==> config.mk <==
export PLATFORM = sky130hd
export DESIGN_NAME = lb_router
export DESIGN_NICKNAME = d
export VERILOG_FILES = /design/src/rtl/lb_router_pkg.sv /design/src/rtl/lb_cfg_regs.sv /design/src/rtl/lb_lane_router.sv /design/src/rtl/lb_clk_sel.sv /design/src/rtl/lb_router.sv
export SDC_FILE = /design/constraint.sdc
export NUM_CORES = 1
export LEC_CHECK = 0
export BUFFER_PORTS_ARGS = -buffer_cell sky130_fd_sc_hd__buf_2
export CAP_MARGIN = 20
export CORE_MARGIN = 2
export CORE_UTILIZATION = 30
export CTS_CLUSTER_SIZE = 14
export DETAILED_ROUTE_END_ITERATION = 8
export PLACE_DENSITY = 0.74
export SLEW_MARGIN = 15
export SYNTH_ARGS = -nofsm -noshare
export SYNTH_HDL_FRONTEND = slang
export SYNTH_SLANG_ARGS = --single-unit
==> constraint.sdc <==
create_clock -name clk -period 2.6 [get_ports clk]
set_clock_uncertainty 0.1 [all_clocks]
set_input_delay 0.52 -clock clk [delete_from_list [all_inputs] [get_ports clk]]
set_output_delay 0.52 -clock clk [all_outputs]
set_load 0.05 [all_outputs]
==> src/rtl/lb_router_pkg.sv <==
package lb_router_pkg;
  localparam int CFG_W    = 5;
  localparam int TXMODE_W = 9;
  localparam int TDM_MIN  = 2;
  localparam int TDM_MAX  = 32;

  typedef struct packed {
    logic       path_pad;   // bit 4
    logic [1:0] clk_mode;   // bits 3:2
    logic       order;      // bit 1
    logic       enable;     // bit 0
  } lb_cfg_t;

  localparam logic [1:0] CLKMODE_SYNC = 2'd1;

  function automatic logic mode_is_tdm(input logic [TXMODE_W-1:0] m);
    return (m >= TXMODE_W'(TDM_MIN)) && (m <= TXMODE_W'(TDM_MAX));
  endfunction
endpackage

==> src/rtl/lb_cfg_regs.sv <==
module lb_cfg_regs
  import lb_router_pkg::*;
(
  input  logic             clk,
  input  logic             rst_n,
  input  logic             wr_en,
  input  logic [CFG_W-1:0] wr_data,
  input  logic             frame_sync,
  output lb_cfg_t          cfg,
  output logic             run_enable,
  output logic             run_order
);
  logic fs_prev;
  logic frame_start;

  assign frame_start = frame_sync & ~fs_prev;

  always_ff @(posedge clk) begin
    if (!rst_n) begin
      cfg     <= '0;
      fs_prev <= 1'b0;
    end else begin
      fs_prev <= frame_sync;
      if (wr_en) cfg <= lb_cfg_t'(wr_data);
    end
  end

  // Enable and pairing move to the live copy only at a frame start.
  always_ff @(posedge clk) begin
    if (!rst_n) begin
      run_enable <= 1'b0;
      run_order  <= 1'b0;
    end else if (frame_start) begin
      run_enable <= cfg.enable;
      run_order  <= cfg.order;
    end
  end
endmodule

==> src/rtl/lb_lane_router.sv <==
module lb_lane_router #(
  parameter int N = 8
) (
  input  logic         active,
  input  logic         use_pad,
  input  logic         order,
  input  logic [N-1:0] tx_data,
  input  logic [N-1:0] pin_func,
  input  logic [N-1:0] pin_dir,
  input  logic [N-1:0] pad_in,
  output logic [N-1:0] pad_out,
  output logic [N-1:0] pad_oe,
  output logic [N-1:0] rx_data
);
  assign pad_out = tx_data;

  for (genvar i = 0; i < N; i++) begin : g_lane
    assign pad_oe[i] = ~pin_func[i] & pin_dir[i];

    if ((i % 2) == 1) begin : g_odd
      // receiver in order 0, partner below
      logic loop_src;
      assign loop_src   = use_pad ? pad_in[i-1] : tx_data[i-1];
      assign rx_data[i] = (active && !order) ? loop_src : pad_in[i];
    end else if (i + 1 < N) begin : g_even
      // receiver in order 1, partner above
      logic loop_src;
      assign loop_src   = use_pad ? pad_in[i+1] : tx_data[i+1];
      assign rx_data[i] = (active && order) ? loop_src : pad_in[i];
    end else begin : g_last
      assign rx_data[i] = pad_in[i];
    end
  end
endmodule

==> src/rtl/lb_clk_sel.sv <==
module lb_clk_sel
  import lb_router_pkg::*;
(
  input  logic       active,
  input  logic [1:0] clk_mode,
  input  logic       clk_async,
  input  logic       tx_bclk,
  input  logic       tx_fs,
  input  logic       rx_bclk,
  input  logic       rx_fs,
  output logic       rx_bclk_sel,
  output logic       rx_fs_sel
);
  logic share_tx;
  assign share_tx    = active && (clk_mode == CLKMODE_SYNC) && !clk_async;
  assign rx_bclk_sel = share_tx ? tx_bclk : rx_bclk;
  assign rx_fs_sel   = share_tx ? tx_fs   : rx_fs;
endmodule

==> src/rtl/lb_router.sv <==
module lb_router
  import lb_router_pkg::*;
#(
  parameter int N = 8
) (
  input  logic                clk,
  input  logic                rst_n,
  input  logic                cfg_wr,
  input  logic [CFG_W-1:0]    cfg_wdata,
  output logic [CFG_W-1:0]    cfg_rdata,
  input  logic [TXMODE_W-1:0] tx_mode,
  input  logic                clk_async,
  input  logic [N-1:0]        ser_tx_data,
  input  logic [N-1:0]        pin_func,
  input  logic [N-1:0]        pin_dir,
  input  logic [N-1:0]        pad_in,
  output logic [N-1:0]        pad_out,
  output logic [N-1:0]        pad_oe,
  output logic [N-1:0]        ser_rx_data,
  input  logic                tx_bclk,
  input  logic                tx_fs,
  input  logic                rx_bclk,
  input  logic                rx_fs,
  output logic                rx_bclk_sel,
  output logic                rx_fs_sel,
  output logic                lb_active
);
  lb_cfg_t cfg;
  logic    run_enable;
  logic    run_order;

  lb_cfg_regs u_regs (
    .clk        (clk),
    .rst_n      (rst_n),
    .wr_en      (cfg_wr),
    .wr_data    (cfg_wdata),
    .frame_sync (tx_fs),
    .cfg        (cfg),
    .run_enable (run_enable),
    .run_order  (run_order)
  );

  assign cfg_rdata = cfg;
  assign lb_active = run_enable && mode_is_tdm(tx_mode);

  lb_lane_router #(.N(N)) u_lanes (
    .active   (lb_active),
    .use_pad  (cfg.path_pad),
    .order    (run_order),
    .tx_data  (ser_tx_data),
    .pin_func (pin_func),
    .pin_dir  (pin_dir),
    .pad_in   (pad_in),
    .pad_out  (pad_out),
    .pad_oe   (pad_oe),
    .rx_data  (ser_rx_data)
  );

  lb_clk_sel u_clk (
    .active      (lb_active),
    .clk_mode    (cfg.clk_mode),
    .clk_async   (clk_async),
    .tx_bclk     (tx_bclk),
    .tx_fs       (tx_fs),
    .rx_bclk     (rx_bclk),
    .rx_fs       (rx_fs),
    .rx_bclk_sel (rx_bclk_sel),
    .rx_fs_sel   (rx_fs_sel)
  );
endmodule

==> results.cfg, run 1 <==
[clocking]
cts_setup_buffers = 0
cts_hold_buf = 0
cts_tree = built
htree_num_levels = 1
cts-buffers-inserted = 3
cts.path.max_buffers = 2
clock_sinks = 8
clk_latency_ps = 250
cts_root_buf = clkbuf_4
path_clk_slew_ps = 50

[setup_path]
path_max_fanout = 4
cp.arrival_ps = 2100
cp-end-kind = primary output
crit_path_cell_trace = buf_6, nor4_4, mux2_4, or3_4, mux2_4, buf_8
crit_family = multiplexers
slowest_stage = or3_4
cpMostUsedCell = mux2_4
crit_type = in -> out
cp.required_ps = 1980
cp-start-kind = input pin
cp_slowest_stage_delay_ps = 380
critPathBufInv = 2

[final_layout]
layout_common_cells = buf_2 (73), nor2b_1 (16), mux2_4 (11), mux2_2 (8), dfxtp_1 (8)
area_growth_pct = 75.9
drive_above_1_share_pct = 75.8
nets = 205
fin_util_pct = 56.8
num_antenna_cells = 0
final_common_cell = buf_2

[detailed_routing]
post_drt_wl_per_cell_um = 11.5
drt_iter0_markers = 5
drc_errors = 0
postRouteAntennaNets = 0
wl_mm = 2.04
viasPerCell = 4.52
dr.pass1.iters = 4
vias = 800

[global_route]
grt_pass1_wl_mm = 2.81
grt_use_total_pct = 13.5
grt_pass1_vias = 701
antenna_found_initial = 0
overflow = 0
grt_max_degree = 11

[synthesis]
synth_cell_types = 16
syn_nets = 125
yosys.area.top_type_share_pct = 22.2
seq_area_frac_synth_pct = 22.2
synth-seq-cells = 8
yosysWarnings = 0
synth_area_per_cell_sq_um = 10.2
synth_top_area_cell = dfxtp_1
synthTopCellsByArea = dfxtp_1 (22%), mux2_2 (20%), nor2b_1 (14%)
synth_area_sq_um = 721
postSynthCellCount = 71

[run_status]
failed_checks = setup timing
outcome = finished, violations left

[die]
fp.dieW_um = 53.0
die_y_um = 53.0
rows = 17
start_util_pct = 32.3
dieArea_sq_um = 2810
core-area_sq_um = 2230
ios = 86

[run]
drv_cap = 0

[timing]
setup_viol = 10
max_freq_mhz = 367
min_period_ps = 2720
relSlewSlack_pct = 72.1
worst_slew_pin_slew_ps = 417
slew_violations = 0
rsz0062_at_grt = true
fin_crit_sh_pct = 105
setup_slack_ps = -122
hold_viol_final = 0

[placed_design]
port-buffer-count = 85
gp_congestion = 0.653

[power]
power.total_uw = 457
leakage_uw = 0.000677
p_per_area_nw_per_um2 = 361
ir_worst_vdd_v = 0.000259

[min_path]
hold_class = in -> reg
-- logic make-up (layout without fill, tap and decap cells) --
kind of cell / Yosys count / count (layout) / share of synthesized area [%]
DFF: 8 / 8 / 22.2
and+or+nand+nor: 26 / 26 / 24.8
buffers and inverters: 11 / 89 / 10.4
muxes: 26 / 26 / 42.5
-- final cells by class --
class	instances	area (sq um)
multi-input cells	52	519
flip-flops and latches	8	160
repair buffers	86	531
clock buffers	3	22.5
fillers	208	966
well taps	28	35.0
-- report_power, final --
part / internal [uW] / leakage [uW] / total [uW] / switching [uW]
Sequential: 129 / 0.0000659 / 136 / 6.57
Clock: 52.7 / 0.0000138 / 92.6 / 40.0
Combinational: 95.2 / 0.000597 / 229 / 134
Total: 277 / 0.000677 / 457 / 180
-- stage by stage --
step / TNS, ps / cell area [sq um] / hold WS, ps / setup slack [ps] / cells
final: -1010 / 1270 / 402 / -122 / 177
after global routing: -1610 / 1270 / 400 / -172 / 177
after CTS: -1200 / 1270 / 393 / -168 / 177
after detailed placement: -2220 / 1110 / 412 / -238 / 174
after global placement: -2200 / 1110 / 397 / -234 / 174
after floorplan: 0 / 721 / 374 / 6.63 / 71
-- state kept, by name (all words and copies together) (netlist names) --
register and cells:
u_regs.cfg 5, u_regs.fs_prev 1, u_regs.run_enable 1, u_regs.run_order 1
-- layer usage --
metal  part of all wire [%]  vias up  track usage [%]  wire, um
li1                       -      395                -         -
met1                     33      354             12.4       676
met2                     55       51             29.0      1120
met3                     12        0             1.41       237
met4                      0        0             5.13         0
met5                      0        -                0         0
-- Yosys cell counts --
cell and n:
buf_4 9, or3_4 2, or4b_4 1, mux2_4 6, buf_1 1, mux2_2 13, nor3b_2 1, dfxtp_1 8
clkbuf_1 1, nor2_1 2, nor2b_1 16, nand2_1 1, nor4_1 1, and2_1 1, nand2b_1 1, mux2i_1 7
-- final timing paths --
path | slack [ps] | cells after the start | startpoint | to
worst max-delay path | -120 | 6 | tx_mode[3] | ser_rx_data[7]
worst min-delay path | 400 | 2 | tx_fs | u_regs.fs_prev
worst max register to register | 1620 | 3 | u_regs.fs_prev | u_regs.run_enable
worst min register to register | 420 | 2 | u_regs.run_enable | u_regs.run_enable
-- what timing repair did --
item,4_1_cts,5_1_grt
setup endpoints to repair,10,10
resized for setup,35,0
cloned,0,0
pin swaps,4,4
Note: power is estimated with default switching activity, not from simulation.
==> run 2, diff against run 1 <==
- GPL_TIMING_DRIVEN: not set -> 0
==> results.cfg, run 2 (synthesized netlist as in run 1, its figures left out) <==
[power]
leakage_uw = 0.000727
ir_worst_vdd_v = 0.000311
power.total_uw = 463
p_per_area_nw_per_um2 = 345

[final_layout]
fin_area_sq_um = 1340
layout_common_cells = buf_2 (72), nor2b_1 (16), buf_6 (12), mux2_4 (10)
final_common_cell = buf_2
stdcell_count = 188
largest_register_ff_count = 5
nets = 216
area_growth_pct = 85.9
top_register = u_regs.cfg
num_antenna_cells = 0
fill_cells = 191
drive_above_1_share_pct = 76.3

[clocking]
cts.path.max_buffers = 2
htree_num_levels = 1
cts_tree = built
cts-buffers-inserted = 3
cts_root_buf = clkbuf_4
clk_latency_ps = 240
path_clk_slew_ps = 50
clock_sinks = 8
cts_hold_buf = 0

[detailed_routing]
drc_errors = 0
postRouteAntennaNets = 0
viasPerCell = 4.47
dr.pass1.iters = 4
wl_mm = 2.08
post_drt_wl_per_cell_um = 11.0
drt_iter0_markers = 2
vias = 841

[global_route]
top_usage_layer = met2
overflow = 0
grt_pass1_wl_mm = 2.90
grt_use_total_pct = 14.0
grtUsageMet3_pct = 0.847
grtUsageMet1_pct = 13.0
grt_pass1_vias = 705
grt_util_met2_pct = 30.4
grt_max_degree = 10
antenna_found_initial = 0

[setup_path]
r2r-end = u_regs.cfg[4]
crit_type = in -> out
cp-start-kind = input pin
cp.arrival_ps = 2110
path_max_fanout = 4
reg2reg_depth = 3
timing.rr.start = u_regs.cfg[4]
cp-end-kind = primary output
r2r_slack_ps = 1490
cp.required_ps = 1980

[die]
dieArea_sq_um = 2810
ios = 86
fp.dieW_um = 53.0
start_util_pct = 32.3
rows = 17
core-area_sq_um = 2230
die_y_um = 53.0

[timing]
relSlewSlack_pct = 68.1
max_freq_mhz = 366
rsz0062_at_grt = true
min_period_ps = 2730
fin_crit_sh_pct = 105
hold_viol_final = 0
worst_slew_pin_slew_ps = 478
setup_viol = 10
slew_violations = 0
setup_slack_ps = -135

[run]
drv_cap = 0

[placed_design]
gp_congestion = 0.651
dpl_cell_area_sq_um = 1180
hpwl_mm = 1.76
port-buffer-count = 84
dpl.cell_count = 183

[run_status]
failed_checks = setup timing
outcome = finished, violations left

[min_path]
hold_class = in -> reg
min-delay-start = tx_fs
whs_endpoint = u_regs.fs_prev
min_path_cells = 2
## run 2: changes by cell type in the layout (fill, tap and decap cells not counted)
cell,delta
buf_2,-1
nor3b_2,-1
clkbuf_1,+1
nor3b_4,+1
buf_8,-4
buf_1,+1
buf_6,+6
buf_4,+8
mux2_2,+1
mux2_4,-1
## run 2: repair_timing
action	CTS	global route
resized for setup	32	1
buffers inserted	2	0
pin swaps	3	3
setup endpoints to repair	10	10
## run 2: how the worst max path moves through the flow
stage	endpoint	startpoint	depth (start not counted)
global placement	ser_rx_data[0]	tx_mode[4]	6
CTS	ser_rx_data[7]	tx_mode[2]	6
floorplan	ser_rx_data[0]	tx_mode[4]	4
global route	ser_rx_data[7]	tx_mode[3]	6
finish	ser_rx_data[7]	tx_mode[3]	6
detailed placement	ser_rx_data[4]	tx_mode[4]	6
## run 2: cell type report
type	count	area (sq um)	area share, %
Buffer	11	75.1	5.60
Clock buffer	3	22.5	1.68
Timing Repair Buffer	86	526	39.2
Tap cell	28	35.0	2.61
Multi-Input combinational cell	52	522	38.9
Sequential cell	8	160	12.0
## run 2: metrics by stage
stage / TNS (ps) / utilization (%) / setup WS (ps) / hold slack (ps)
finish: -1040 / 60.0 / -135 / 408
global route: -1480 / 60.0 / -177 / 424
CTS: -1220 / 59.8 / -175 / 403
detailed placement: -2660 / 52.7 / -319 / 418
global placement: -2740 / 52.7 / -337 / 397
floorplan: 0 / - / 6.63 / 374
## run 2: critical path, stage by stage
cell    delay [ps]
buf_6           90
nor4_4         270
mux2_4         360
or3_4          390
mux2_4         320
buf_8          150
## run 2: routing by layer
metal | part of all wire (%) | vias up | routed length [um]
met2 | 57 | 53 | 1180
li1 | - | 417 | -
met3 | 11 | 0 | 238
met5 | 0 | - | 0
met4 | 0 | 0 | 0
met1 | 32 | 371 | 658
## run 2: report_power, final
group          internal [uW]  switching (uW)  total (uW)  leakage (uW)
clock                   52.5            38.1        90.7     0.0000138
sequential               129            4.04         133     0.0000659
combinational            101             138         239      0.000648
